## src/rtl/bitop_pkg.sv

```systemverilog
`timescale 1ns/1ps
package bitop_pkg;

  typedef enum logic [1:0] {
    CK_NONE = 2'd0,
    CK_ACT  = 2'd1,
    CK_PRE  = 2'd2,
    CK_TRA  = 2'd3
  } cmd_kind_e;

  typedef enum logic [2:0] {
    SEL_NONE = 3'd0,
    SEL_A    = 3'd1,
    SEL_B    = 3'd2,
    SEL_C    = 3'd3,
    SEL_K    = 3'd4,
    SEL_S1   = 3'd5,
    SEL_S2   = 3'd6,
    SEL_S3   = 3'd7
  } row_sel_e;

  localparam int unsigned SEQ_LEN = 14;
  localparam int unsigned STEP_W  = $clog2(SEQ_LEN);

  // Kind of command at a given position of the fixed stream.
  function automatic cmd_kind_e step_kind(input logic [STEP_W-1:0] s);
    case (s)
      4'd2, 4'd5, 4'd8, 4'd10, 4'd13: step_kind = CK_PRE;
      4'd9:                           step_kind = CK_TRA;
      default:                        step_kind = CK_ACT;
    endcase
  endfunction

  // Which row the command at a given position addresses.
  function automatic row_sel_e step_sel(input logic [STEP_W-1:0] s);
    case (s)
      4'd0:  step_sel = SEL_A;
      4'd1:  step_sel = SEL_S1;
      4'd3:  step_sel = SEL_B;
      4'd4:  step_sel = SEL_S2;
      4'd6:  step_sel = SEL_K;
      4'd7:  step_sel = SEL_S3;
      4'd9:  step_sel = SEL_S1;
      4'd11: step_sel = SEL_S1;
      4'd12: step_sel = SEL_C;
      default: step_sel = SEL_NONE;
    endcase
  endfunction

endpackage

```

## src/rtl/bitop_req_check.sv

```systemverilog
`timescale 1ns/1ps
module bitop_req_check #(
  parameter int unsigned ROW_W   = 12,
  parameter int unsigned SUB_W   = 9,
  parameter int unsigned RSV_SUB = 0,
  parameter logic [ROW_W-1:0] ZERO_ROW = '0,
  parameter logic [ROW_W-1:0] ONE_ROW  = '0
) (
  input  logic [ROW_W-1:0] row_a,
  input  logic [ROW_W-1:0] row_b,
  input  logic [ROW_W-1:0] row_c,
  output logic             ok
);
  localparam int unsigned IDX_W = ROW_W - SUB_W;
  localparam logic [IDX_W-1:0] HOME = IDX_W'(RSV_SUB);

  function automatic logic [IDX_W-1:0] sub_of(input logic [ROW_W-1:0] r);
    sub_of = r[ROW_W-1:SUB_W];
  endfunction

  logic same_sub;
  logic c_free;

  always_comb begin
    same_sub = (sub_of(row_a) == HOME) && (sub_of(row_b) == HOME) &&
               (sub_of(row_c) == HOME);
    c_free   = (row_c != ZERO_ROW) && (row_c != ONE_ROW);
    ok       = same_sub && c_free;
  end
endmodule

```

## src/rtl/bitop_step_dec.sv

```systemverilog
`timescale 1ns/1ps
module bitop_step_dec
  import bitop_pkg::*;
#(
  parameter int unsigned ROW_W = 12,
  parameter logic [ROW_W-1:0] ZERO_ROW = '0,
  parameter logic [ROW_W-1:0] ONE_ROW  = '0,
  parameter logic [ROW_W-1:0] S1_ROW   = '0,
  parameter logic [ROW_W-1:0] S2_ROW   = '0,
  parameter logic [ROW_W-1:0] S3_ROW   = '0
) (
  input  logic [STEP_W-1:0] step,
  input  logic              op_or,
  input  logic [ROW_W-1:0]  row_a,
  input  logic [ROW_W-1:0]  row_b,
  input  logic [ROW_W-1:0]  row_c,
  output cmd_kind_e         kind,
  output logic [ROW_W-1:0]  row
);
  row_sel_e sel;

  always_comb begin
    kind = step_kind(step);
    sel  = step_sel(step);
    case (sel)
      SEL_A:   row = row_a;
      SEL_B:   row = row_b;
      SEL_C:   row = row_c;
      SEL_K:   row = op_or ? ONE_ROW : ZERO_ROW;
      SEL_S1:  row = S1_ROW;
      SEL_S2:  row = S2_ROW;
      SEL_S3:  row = S3_ROW;
      default: row = '0;
    endcase
  end
endmodule

```

## src/rtl/bitop_seq.sv

```systemverilog
`timescale 1ns/1ps
module bitop_seq
  import bitop_pkg::*;
#(
  parameter int unsigned ROW_W   = 12,
  parameter int unsigned SUB_W   = 9,
  parameter int unsigned RSV_SUB = 0,
  parameter int unsigned ZERO_OFF = 0,
  parameter int unsigned ONE_OFF  = 1,
  parameter int unsigned S1_OFF   = 2,
  parameter int unsigned S2_OFF   = 3,
  parameter int unsigned S3_OFF   = 4
) (
  input  logic             clk,
  input  logic             rst_n,
  input  logic             req_valid,
  output logic             req_ready,
  input  logic             req_op,
  input  logic [ROW_W-1:0] req_a,
  input  logic [ROW_W-1:0] req_b,
  input  logic [ROW_W-1:0] req_c,
  output logic             busy,
  output logic             done,
  output logic             err,
  output logic             cmd_valid,
  input  logic             cmd_ready,
  output logic [1:0]       cmd_kind,
  output logic [ROW_W-1:0] cmd_row
);
  localparam int unsigned BASE = RSV_SUB << SUB_W;
  localparam logic [ROW_W-1:0] ZERO_ROW = ROW_W'(BASE + ZERO_OFF);
  localparam logic [ROW_W-1:0] ONE_ROW  = ROW_W'(BASE + ONE_OFF);
  localparam logic [ROW_W-1:0] S1_ROW   = ROW_W'(BASE + S1_OFF);
  localparam logic [ROW_W-1:0] S2_ROW   = ROW_W'(BASE + S2_OFF);
  localparam logic [ROW_W-1:0] S3_ROW   = ROW_W'(BASE + S3_OFF);
  localparam logic [STEP_W-1:0] LAST_STEP = STEP_W'(SEQ_LEN - 1);

  logic              busy_q, done_q, err_q, op_q;
  logic [STEP_W-1:0] step_q;
  logic [ROW_W-1:0]  a_q, b_q, c_q;

  // Named internal events, also watched by the bound checker.
  logic              req_ok;
  logic              req_take;
  logic              req_bad;
  logic              cmd_fire;
  logic              last_fire;
  logic [ROW_W-1:0]  scratch1_row;
  cmd_kind_e         dec_kind;
  logic [ROW_W-1:0]  dec_row;

  bitop_req_check #(
    .ROW_W(ROW_W), .SUB_W(SUB_W), .RSV_SUB(RSV_SUB),
    .ZERO_ROW(ZERO_ROW), .ONE_ROW(ONE_ROW)
  ) u_check (
    .row_a(req_a), .row_b(req_b), .row_c(req_c), .ok(req_ok)
  );

  bitop_step_dec #(
    .ROW_W(ROW_W), .ZERO_ROW(ZERO_ROW), .ONE_ROW(ONE_ROW),
    .S1_ROW(S1_ROW), .S2_ROW(S2_ROW), .S3_ROW(S3_ROW)
  ) u_dec (
    .step(step_q), .op_or(op_q), .row_a(a_q), .row_b(b_q), .row_c(c_q),
    .kind(dec_kind), .row(dec_row)
  );

  assign scratch1_row = S1_ROW;
  assign req_take     = req_valid && !busy_q && req_ok;
  assign req_bad      = req_valid && !busy_q && !req_ok;
  assign cmd_fire     = busy_q && cmd_ready;
  assign last_fire    = cmd_fire && (step_q == LAST_STEP);

  always_ff @(posedge clk) begin
    if (!rst_n) begin
      busy_q <= 1'b0;
      done_q <= 1'b0;
      err_q  <= 1'b0;
      op_q   <= 1'b0;
      step_q <= '0;
      a_q    <= '0;
      b_q    <= '0;
      c_q    <= '0;
    end else begin
      done_q <= last_fire;
      err_q  <= req_bad;
      if (req_take) begin
        busy_q <= 1'b1;
        step_q <= '0;
        op_q   <= req_op;
        a_q    <= req_a;
        b_q    <= req_b;
        c_q    <= req_c;
      end else if (last_fire) begin
        busy_q <= 1'b0;
        step_q <= '0;
      end else if (cmd_fire) begin
        step_q <= step_q + 1'b1;
      end
    end
  end

  always_comb begin
    req_ready = !busy_q;
    busy      = busy_q;
    done      = done_q;
    err       = err_q;
    cmd_valid = busy_q;
    cmd_kind  = busy_q ? dec_kind : CK_NONE;
    cmd_row   = busy_q ? dec_row : '0;
  end
endmodule

```

## config.mk

```make
export PLATFORM = sky130hd
export DESIGN_NAME = bitop_seq
export DESIGN_NICKNAME = d
export VERILOG_FILES = /design/src/rtl/bitop_pkg.sv /design/src/rtl/bitop_req_check.sv /design/src/rtl/bitop_step_dec.sv /design/src/rtl/bitop_seq.sv
export SDC_FILE = /design/constraint.sdc
export NUM_CORES = 1
export LEC_CHECK = 0
export BUFFER_PORTS_ARGS = -buffer_cell sky130_fd_sc_hd__buf_2
export CORE_MARGIN = 2
export CORE_UTILIZATION = 40
export DETAILED_ROUTE_END_ITERATION = 16
export SLEW_MARGIN = 20
export SYNTH_ARGS = -nofsm -noshare
export SYNTH_HDL_FRONTEND = slang
export SYNTH_SLANG_ARGS = --single-unit
```

## constraint.sdc

```tcl
create_clock -name clk -period 4.05 [get_ports clk]
set_clock_uncertainty 0.1 [all_clocks]
set_input_delay 1.215 -clock clk [delete_from_list [all_inputs] [get_ports clk]]
set_output_delay 1.215 -clock clk [all_outputs]
set_load 0.02 [all_outputs]
```

; ---- Word level (Yosys, flattened, before mapping)
; Memories as Yosys holds them, arrays and structs flattened. A register that Yosys moved wholly into a read port is not among the register bits.
; Index checks and enable logic that the tools add are counted.
[classes]
n_addsub = 1
n_eq_ne = 14
n_mux = 9
bitwise = 1
n_reduce_logical = 18
[ops]
columns = cell, n
row1 = case mux 12 bit (7 select lines), 1
row2 = "== test 4 bit, second input constant", 4
row3 = "== test 3 bit, second input constant", 4
row4 = 2-to-1 mux 12 bit, 1
row5 = "inequality test 12 x 1 -> 1 bit, second input constant", 1
row6 = nonzero test 12 bit, 1
row7 = logical AND 1 bit, 9
row8 = logical NOT 3 bit, 3
row9 = 2-to-1 mux 4 bit, 2
row10 = "== test 3 x 2 -> 1 bit, second input constant", 2
row11 = OR reduction 5 bit, 1
row12 = "adder 4 x 1 -> 4 bit, second input constant", 1
row13 = "== test 4 x 2 -> 1 bit, second input constant", 1
row14 = "== test 4 x 3 -> 1 bit, second input constant", 1
row15 = case mux 2 bit (2 select lines), 1
row16 = "== test 3 x 1 -> 1 bit, second input constant", 1
row17 = 2-to-1 mux 1 bit, 3
row18 = OR reduction 3 bit, 1
row19 = logical NOT 1 bit, 2
row20 = 2-to-1 mux 2 bit, 1
row21 = nonzero test 2 bit, 1
row22 = inverter 1 bit, 1
[word_totals]
register_bits = 44
romBits = 48
input_bits = 41
output_inout_bits = 19
wordCells = 52
n_memories = 1
[mem_list]
columns = name, depth, word_bits, rd, rd_ports_with_merged_regs, wr, line_no
row1 = (name not given), 16, 3, 1, 1, 0, bitop_pkg.sv:36  ; case (s)

; ---- Depth between registers and ports, before layout
; Gate-level depths: netlist (run 1).
[depth]
word_depth = 7
mapped_depth = 9
mapped_depth_nobuf = 9

; ---- By module
; From an unflattened synthesis (run 1), not the netlist that was laid out.
[hier_totals]
cells_unflattened = 287
area_unflattened_um2 = 2293.4
[by_module_without_submodules]
columns = module, instances, cells_each, area_each_um2, seq_area_each_um2
row1 = bitop_seq, 1, 209, 1706.6, 880.8
row2 = bitop_step_dec, 1, 72, 545.5, 0.0
row3 = bitop_req_check, 1, 6, 41.3, 0.0

; ---- Worst setup path before layout (run 1)
; Ideal clock, no wire load.
[synth_timing]
kind = in2reg
startpoint = input req_b[9]
endpoint = register, netlist name u_dec.sel[0]
arrival_time_ns = 3.084
required_time_ns = 3.830
slack_ns = 0.746
cell_stages = 8
n_path_buf = 0
path_cell_list = or4_1 -> a211oi_2 -> nand3_1 -> nand3_1 -> nor2_1 -> ha_1 -> mux2_2 -> a211o_1
[synth_between]
elab_chain_len = 7
[synth_lines]
columns = element, line_no
row1 = from (decl), bitop_seq.sv:20  ; input logic [ROW_W-1:0] req_b,
row2 = logical NOT 3 bit, bitop_req_check.sv:25  ; same_sub = (sub_of(row_a) == HOME) && (sub_of(row_b) == HOME) &&
row3 = logical AND 1 bit (2 in series), bitop_req_check.sv:25
row4 = logical AND 1 bit, bitop_req_check.sv:28  ; ok = same_sub && c_free;
row5 = logical AND 1 bit, bitop_seq.sv:68  ; assign req_take = req_valid && !busy_q && req_ok;
row6 = OR reduction 3 bit (no source line), n/a
row7 = 2-to-1 mux 4 bit (no source line), n/a
; No other way between the ends.
; A chain may end at the register's enable or synchronous reset.

; ---- Worst setup path after layout (run 1)
[layout_timing]
startpoint = input req_b[9]
endpoint = register, netlist name u_dec.sel[0]
[layout_between]
elab_chain_len = 7
[layout_lines]
columns = element, line_no
row1 = logical NOT 3 bit, bitop_req_check.sv:25
row2 = logical AND 1 bit (2 in series), bitop_req_check.sv:25
row3 = logical AND 1 bit, bitop_req_check.sv:28
row4 = logical AND 1 bit, bitop_seq.sv:68
row5 = OR reduction 3 bit (no source line), n/a
row6 = 2-to-1 mux 4 bit (no source line), n/a
; No other way between the ends.

==> results of run 1 <==
[layout make-up]
| cell class | count | area [um2] | area share |
|---|---|---|---|
| Clock buffer | 6 | 82.6 | 0.0294 |
| Clock inverter | 2 | 35.0 | 0.0125 |
| Multi-Input combinational cell | 214 | 1280 | 0.457 |
| Inverter | 7 | 26.3 | 0.00936 |
| Tap cell | 72 | 90.1 | 0.0321 |
| Timing Repair Buffer | 66 | 348 | 0.124 |
| Sequential cell | 47 | 941 | 0.335 |
[cell usage after synthesis, drive strengths merged]
| cell type | instances | share of area |
|---|---|---|
| and3 | 11 | 0.029 |
| inv | 7 | 0.011 |
| a31oi | 1 | 0.0026 |
| o21a | 4 | 0.013 |
| nor3 | 3 | 0.0064 |
| or4 | 1 | 0.0032 |
| a211oi | 2 | 0.0085 |
| a211o | 2 | 0.0074 |
| o2bb2ai | 4 | 0.015 |
| or2 | 1 | 0.0026 |
| a21boi | 1 | 0.0032 |
| xnor2 | 3 | 0.011 |
| nor2 | 24 | 0.038 |
| nand2b | 3 | 0.0079 |
| nand3 | 4 | 0.0085 |
| clkbuf | 12 | 0.019 |
| ha | 8 | 0.042 |
| a21oi | 39 | 0.098 |
| o21ai | 3 | 0.0064 |
| nor2b | 2 | 0.0053 |
| a22oi | 9 | 0.029 |
| nand4 | 1 | 0.0026 |
| mux2i | 2 | 0.0085 |
| buf | 9 | 0.029 |
| nand2 | 66 | 0.12 |
| dfxtp | 47 | 0.40 |
| o211ai | 2 | 0.0064 |
| and2 | 2 | 0.0053 |
| nor4 | 2 | 0.0053 |
| mux2 | 12 | 0.057 |
| o22ai | 2 | 0.0053 |
[metrics by stage]
stage | hold slack (ps) | std cells | area (um2) | util | setup slack [ps]
5_1_grt | 368 | 414 | 2810 | 0.500 | 606
3_3_place_gp | 335 | 406 | 2690 | 0.479 | 477
3_5_place_dp | 344 | 406 | 2690 | 0.479 | 443
6_report | 354 | 414 | 2810 | 0.500 | 781
4_1_cts | 355 | 414 | 2810 | 0.500 | 754
2_1_floorplan | 328 | 289 | 2360 | - | 746
[power breakdown]
group          switching [mW]  leakage [nW]  internal [mW]
clock network           0.154        0.0612          0.200
registers            0.000319         0.379          0.462
logic                  0.0197         0.682         0.0174
[worst reg2reg max path, cell delays in order (launching register included)]
cell,delay [ps]
dfxtp_1,620
and2_1,300
nand4_1,200
nand3_1,230
nor2_1,110
ha_1,220
mux2_2,260
a211o_1,280
[flip-flops by register name (all words and copies together), names as in the netlist]
| signal | flops |
|---|---|
| c_q | 12 |
| done | 1 |
| op_q | 1 |
| err | 1 |
| u_dec.sel | 3 |
| a_q | 12 |
| busy | 1 |
| step_q | 4 |
| b_q | 12 |
[routing by layer]
metal	track usage	vias up	routed length, um
met5	0	-	0
met2	0.274	31	2350
met4	0.0424	0	29
met1	0.251	931	2860
met3	0.0278	2	168
li1	-	1090	-
[kinds of logic (layout without fill, tap and decap cells)]
family / count (synthesis) / count (layout) / share of synthesized area
flops: 47 / 47 / 0.398
simple gates: 120 / 120 / 0.230
fa+ha+maj: 8 / 8 / 0.0424
compound gates: 69 / 69 / 0.194
xor+xnor: 3 / 3 / 0.0111
buf+inv: 28 / 81 / 0.0588
mux: 14 / 14 / 0.0656
[worst max path at each step]
stage                     slack [ps]  cells past startpoint      endpoint      from
after floorplan                  750                      8  u_dec.sel[0]  req_b[9]
after global placement           480                      9  u_dec.sel[0]  req_b[9]
after detailed placement         440                      9  u_dec.sel[0]  req_b[9]
after CTS                        750                      9  u_dec.sel[0]  req_b[9]
after global routing             610                      9  u_dec.sel[0]  req_b[9]
final                            780                      9  u_dec.sel[0]  req_b[9]
==> flow_metrics.tcl, run 1 <==
set metrics [dict create \
    reg2reg_to "u_dec.sel[0]" \
    worst-endpoint-arrival_ps 3360 \
    via_per_inst 4.96 \
    hold_viol 0 \
    grt_pass1_vias 1915 \
    routabilityCongestion 0.849 \
    fmax_mhz 306 \
    rsz0062_at_grt "false" \
    critPathKind "in -> reg" \
    setup_violations 0 \
    core-area_um2 5610 \
    slowest_stage "or4_1" \
    clk_latency_ps 290 \
    ys_seq_area_frac 0.398 \
    dieArea_um2 6540 \
    initial_utilization 0.421 \
    cts_tree "done" \
    cp_max_fo 5 \
    die_width_um 80.9 \
    min_period_ps 3270 \
    chipHeight_um 80.9 \
    std_cell_rows 27 \
    p_total_mw 0.854 \
    cts.repair.resized 0 \
    h-tree-depth 2 \
    mostFrequentLayoutCell "buf_2" \
    drive_gt1_frac 0.316 \
    max-vdd-ir-drop_uv 173 \
    postCtsSetupBuffers 0 \
    grt_max_degree 38 \
    antenna_found_initial 0 \
    hold_path_depth 2 \
    min-delay-start "c_q[5]" \
    maxCapViolations 0 \
    slew_headroom 0.490 \
    syn_inst 289 \
    wl_per_cell_um 13.1 \
    cp-end-kind "flop" \
    totalWireLength_um 5410 \
    reg2reg_from "busy" \
    cts_sinks 47 \
    crit_path_frequent_cell "nand3_1" \
    start_kind "input pin" \
    overflow 0 \
    synth_nets 338 \
    drt.antenna.violating_nets 0 \
    slowest_delay_ps 530 \
    worst_pin_slew_ps 762 \
    p_leak_nw 1.12 \
    ys_seq_elements 47 \
    synth.distinct_cells 38 \
    hold_buffers 0 \
    min_to "c_q[5]" \
    io_pins 60 \
    syn-mean-instance-area_um2 8.18 \
    nets 390 \
    r2r_slack_ps 1610 \
    diodes 0 \
    crit_buf_inv 1 \
    io_buffers 59 \
    reg2reg_depth 7 \
    dr.pass1.iters 4 \
    drc_errors 0 \
    path_clk_slew_ps 80 \
    cts_buffers 5 \
    num-fill-cells 608 \
    hp-class "reg -> reg" \
    path_cells "buf_2, or4_1, a211oi_2, nand3_1, nand3_1, nor2_1, ha_1, mux2_2, a211o_1" \
    clockBufferDepth 2 \
    power_density_nw_per_um2 304 \
    grt_pass1_wl_um 8960 \
    vias 2054 \
    outcome "finished, final reports clean" \
    fin_crit_sh 0.807 \
    mostFrequentLayoutCells "59 x buf_2, 56 x nand2_1, 47 x dfxtp_1" \
    drt_iter0_markers 146 \
    cp_top_family "simple AND/OR/NAND/NOR gates" \
    dp.final_hpwl_um 3910 \
    synth_warnings 0 \
    cts-root-buf "clkbuf_8" \
    setup_tns_ps 0 \
    syn2layout_area_growth_pct 18.7 \
    synth_area_um2 2360 \
    crit_required_ps 4140 \
    slew_violations 0 \
    track_usage 0.175 \
]
Power figures use the tool's default switching activity.
==> run 2: changes to the inputs <==
- PLACE_DENSITY: default -> 0.65
- clock period: 4.05 -> 3 ns (I/O delays scaled with it)
==> flow_metrics.tcl, run 2 (synthesis gave the netlist of run 1 again) <==
set metrics [dict create \
    outcome "finished, final reports clean" \
    cts_buffers 5 \
    cp_top_family "simple AND/OR/NAND/NOR gates" \
    p_leak_nw 1.16 \
    grt_pass1_wl_um 9140 \
    start_kind "input pin" \
    h-tree-depth 2 \
    core-area_um2 5610 \
    cp_max_fo 5 \
    drt_iter0_markers 136 \
    cts_tree "done" \
    crit_buf_inv 1 \
    die_width_um 80.9 \
    slew_violations 0 \
    hold_buffers 0 \
    setup_slack_ps 157 \
    postCtsSetupBuffers 0 \
    dp_slack_ps -159 \
    diodes 0 \
    postPlaceCellArea_um2 2780 \
    max-vdd-ir-drop_uv 153 \
    io_buffers 59 \
    critPathKind "in -> reg" \
    dieArea_um2 6540 \
    cts-root-buf "clkbuf_8" \
    fin_crit_sh 0.948 \
    overflow 0 \
    antenna_found_initial 0 \
    hold_viol 0 \
    track_usage 0.180 \
    rsz0062_at_grt "false" \
    setup_violations 0 \
    vias 2123 \
    hp-class "reg -> reg" \
    maxCapViolations 0 \
    crit_path_frequent_cell "nand3_1" \
    clk_latency_ps 300 \
    power_density_nw_per_um2 365 \
    path_cells "buf_2, or4_1, a211oi_2, nand3_1, nand3_1, nor2_1, ha_1, mux2_2, a211o_1" \
    cts_sinks 47 \
    mostFrequentLayoutCells "59 x buf_2, 56 x nand2_1, 46 x dfxtp_1" \
    drive_gt1_frac 0.338 \
    cts.repair.resized 0 \
    path_clk_slew_ps 80 \
    slowest_stage "or4_1" \
    chipHeight_um 80.9 \
    drt.antenna.violating_nets 0 \
    wl_per_cell_um 12.8 \
    via_per_inst 5.01 \
    post-route-util 0.510 \
    p_total_mw 1.05 \
    mostFrequentLayoutCell "buf_2" \
    syn2layout_area_growth_pct 21.1 \
    crit_required_ps 3100 \
    totalWireLength_um 5430 \
    grt_pass1_vias 1960 \
    final_cell_area_um2 2860 \
    slew_headroom 0.650 \
    nets 400 \
    worst_pin_slew_ps 524 \
    largest_registers "a_q x12, b_q x12, c_q x12" \
    dr.pass1.iters 7 \
    initial_utilization 0.421 \
    fmax_mhz 352 \
    min_period_ps 2840 \
    io_pins 60 \
    cp-end-kind "flop" \
    worst-endpoint-arrival_ps 2940 \
    grt_max_degree 38 \
    drc_errors 0 \
    slowest_delay_ps 530 \
    routabilityCongestion 0.846 \
    std_cell_rows 27 \
    dp.final_hpwl_um 4000 \
    clockBufferDepth 2 \
]
-- run 2: changes by cell type in the layout (fill, tap and decap cells not counted), sizes merged --
cell / before / now
clkinv: 1 / 3
buf: 66 / 76
clkbuf: 6 / 5
bufinv: 1 / 0
-- run 2: power breakdown --
part           total [mW]  leakage [nW]  internal [mW]  switching, mW
Combinational      0.0528         0.735         0.0261         0.0267
Clock               0.368        0.0477          0.160          0.208
Sequential          0.625         0.379          0.624       0.000464
-- run 2: tightest hold or removal path: cells and delay by family, from the launching register on --
kind             cells  cell delay (ps)
flip-flops           1              320
AND/OR/NAND/NOR      1               50
AO/OA/AOI/OAI        1               50
-- run 2: through the flow --
stage / TNS, ps / instances / hold WS [ps]
after floorplan: 0 / 289 / 328
after global placement: -112 / 416 / 334
after detailed placement: -159 / 416 / 344
after CTS: 0 / 424 / 356
after global routing: 0 / 424 / 377
final: 0 / 424 / 356
-- run 2: worst paths after layout --
kind / end / from / depth (start not counted) / slack [ps]
max reg2reg: u_dec.sel[0] / step_q[0] / 7 / 740
min: c_q[0] / c_q[0] / 2 / 360
min reg2reg: c_q[0] / c_q[0] / 2 / 360
max: u_dec.sel[0] / req_b[9] / 9 / 160
-- run 2: layout make-up --
type	instances	area, um2
clock buffers	5	68.8
clock inverters	3	15.0
fillers	581	2750
inverters	7	26.3
multi-input cells	214	1280
flip-flops and latches	47	942
well taps	72	90.1
repair buffers	76	435
-- run 2: routing by layer --
metal / vias up / wire length, um / global-route usage
li1: 1105 / - / -
met1: 967 / 2790 / 0.255
met2: 43 / 2340 / 0.269
met3: 8 / 215 / 0.0344
met4: 0 / 87 / 0.0661
met5: - / 0 / 0
==> run 3: changes to the inputs <==
- CORE_UTILIZATION: 40 -> 48
- PLACE_DENSITY: 0.65 -> 0.76
==> flow_metrics.tcl, run 3 (synthesis gave the netlist of run 1 again) <==
set metrics [dict create \
    outcome "finished, final reports clean" \
    cp-end-kind "flop" \
    cts_sinks 47 \
    routabilityCongestion 0.904 \
    grt_max_degree 34 \
    grt_pass1_wl_um 8640 \
    hp-class "reg -> reg" \
    overflow 0 \
    slew_headroom 0.677 \
    mostFrequentLayoutCell "buf_2" \
    crit_buf_inv 1 \
    die_width_um 74.2 \
    setup_violations 0 \
    min-delay-start "c_q[4]" \
    p_leak_nw 1.15 \
    cp_top_family "simple AND/OR/NAND/NOR gates" \
    core-area_um2 4720 \
    chipHeight_um 74.2 \
    wl_per_cell_um 13.1 \
    largest_registers "a_q x12, b_q x12, c_q x12" \
    slowest_stage "or4_1" \
    fin_crit_sh 0.948 \
    crit_path_frequent_cell "nand3_1" \
    antenna_found_initial 0 \
    worst_pin_slew_ps 483 \
    io_pins 60 \
    start_kind "input pin" \
    cts_tree "done" \
    hold_buffers 0 \
    vias 2168 \
    nets 398 \
    dr.pass1.iters 4 \
    path_cells "buf_2, or4_1, a211oi_2, nand3_1, nand3_1, nor2_1, ha_1, mux2_2, a211o_1" \
    num-fill-cells 450 \
    grt_pass1_vias 1940 \
    slew_violations 0 \
    cts.repair.resized 0 \
    p_total_mw 1.08 \
    min_to "c_q[4]" \
    h-tree-depth 2 \
    drt.antenna.violating_nets 0 \
    dieArea_um2 5500 \
    post-route-util 0.602 \
    clockBufferDepth 2 \
    clk_latency_ps 300 \
    hold-worst-slack_ps 355 \
    setup_tns_ps 0 \
    totalWireLength_um 5450 \
    track_usage 0.205 \
    reg2reg_depth 8 \
    crit_required_ps 3100 \
    hold_path_depth 2 \
    hold_viol 0 \
    rsz0062_at_grt "false" \
    drive_gt1_frac 0.331 \
    cp_max_fo 4 \
    initial_utilization 0.500 \
    fmax_mhz 352 \
    reg2reg_to "u_dec.sel[0]" \
    diodes 0 \
    postCtsSetupBuffers 0 \
    worst-endpoint-arrival_ps 2940 \
    io_buffers 59 \
    drc_errors 0 \
    max-vdd-ir-drop_uv 206 \
    mostFrequentLayoutCells "59 x buf_2, 56 x nand2_1, 47 x dfxtp_1" \
    cts-root-buf "clkbuf_8" \
    critPathKind "in -> reg" \
    slowest_delay_ps 520 \
    dp.final_hpwl_um 4010 \
    via_per_inst 5.20 \
    min_period_ps 2840 \
    std_cell_rows 25 \
    drt_iter0_markers 167 \
    syn2layout_area_growth_pct 20.2 \
    cts_buffers 5 \
    path_clk_slew_ps 90 \
    r2r_slack_ps 660 \
    reg2reg_from "busy" \
    power_density_nw_per_um2 380 \
    maxCapViolations 0 \
]
[run 3: worst max-delay path by stage]
stage | start | endpoint | slack (ps) | cells past startpoint
6_report | req_b[9] | u_dec.sel[0] | 160 | 9
5_1_grt | req_b[9] | u_dec.sel[0] | 60 | 9
4_1_cts | req_b[9] | u_dec.sel[0] | 170 | 9
3_5_place_dp | req_b[9] | u_dec.sel[0] | -150 | 9
3_3_place_gp | req_b[9] | u_dec.sel[0] | -100 | 9
2_1_floorplan | req_b[9] | u_dec.sel[0] | 10 | 8
[run 3: per-stage QoR]
stage                     setup slack (ps)  cell area [um2]  cells
final                                  157             2840    417
after global routing                  62.3             2840    417
after CTS                              166             2840    417
after detailed placement              -153             2740    409
after global placement               -97.6             2740    409
after floorplan                       11.4             2360    289
[run 3: power by group]
| part | switching [mW] | total (mW) | leakage [nW] | internal (mW) |
|---|---|---|---|---|
| clock network | 0.215 | 0.403 | 0.0474 | 0.188 |
| registers | 0.000380 | 0.625 | 0.379 | 0.624 |
| logic | 0.0278 | 0.0527 | 0.721 | 0.0249 |
| total | 0.243 | 1.08 | 1.15 | 0.837 |
[run 3: per-layer routing]
| layer | wire (um) | track usage | share of wire |
|---|---|---|---|
| met5 | 0 | 0 | 0 |
| met3 | 350 | 0.0542 | 0.064 |
| met1 | 2510 | 0.265 | 0.46 |
| met4 | 35 | 0.0788 | 0.0064 |
| met2 | 2550 | 0.329 | 0.47 |
[run 3: worst min-delay path: cells and delay by family, from the launching register on]
family | cells | cell delay, ps
flops | 1 | 320
simple gates | 1 | 50
compound gates | 1 | 50
[run 3: final cells by class]
type / instances / area, um2 / area share
multi-input cells: 214 / 1280 / 0.452
flip-flops and latches: 47 / 941 / 0.331
repair buffers: 74 / 408 / 0.144
well taps: 67 / 83.8 / 0.0295
clock buffers: 6 / 82.6 / 0.0291
inverters: 7 / 26.3 / 0.00925
clock inverters: 2 / 16.3 / 0.00572
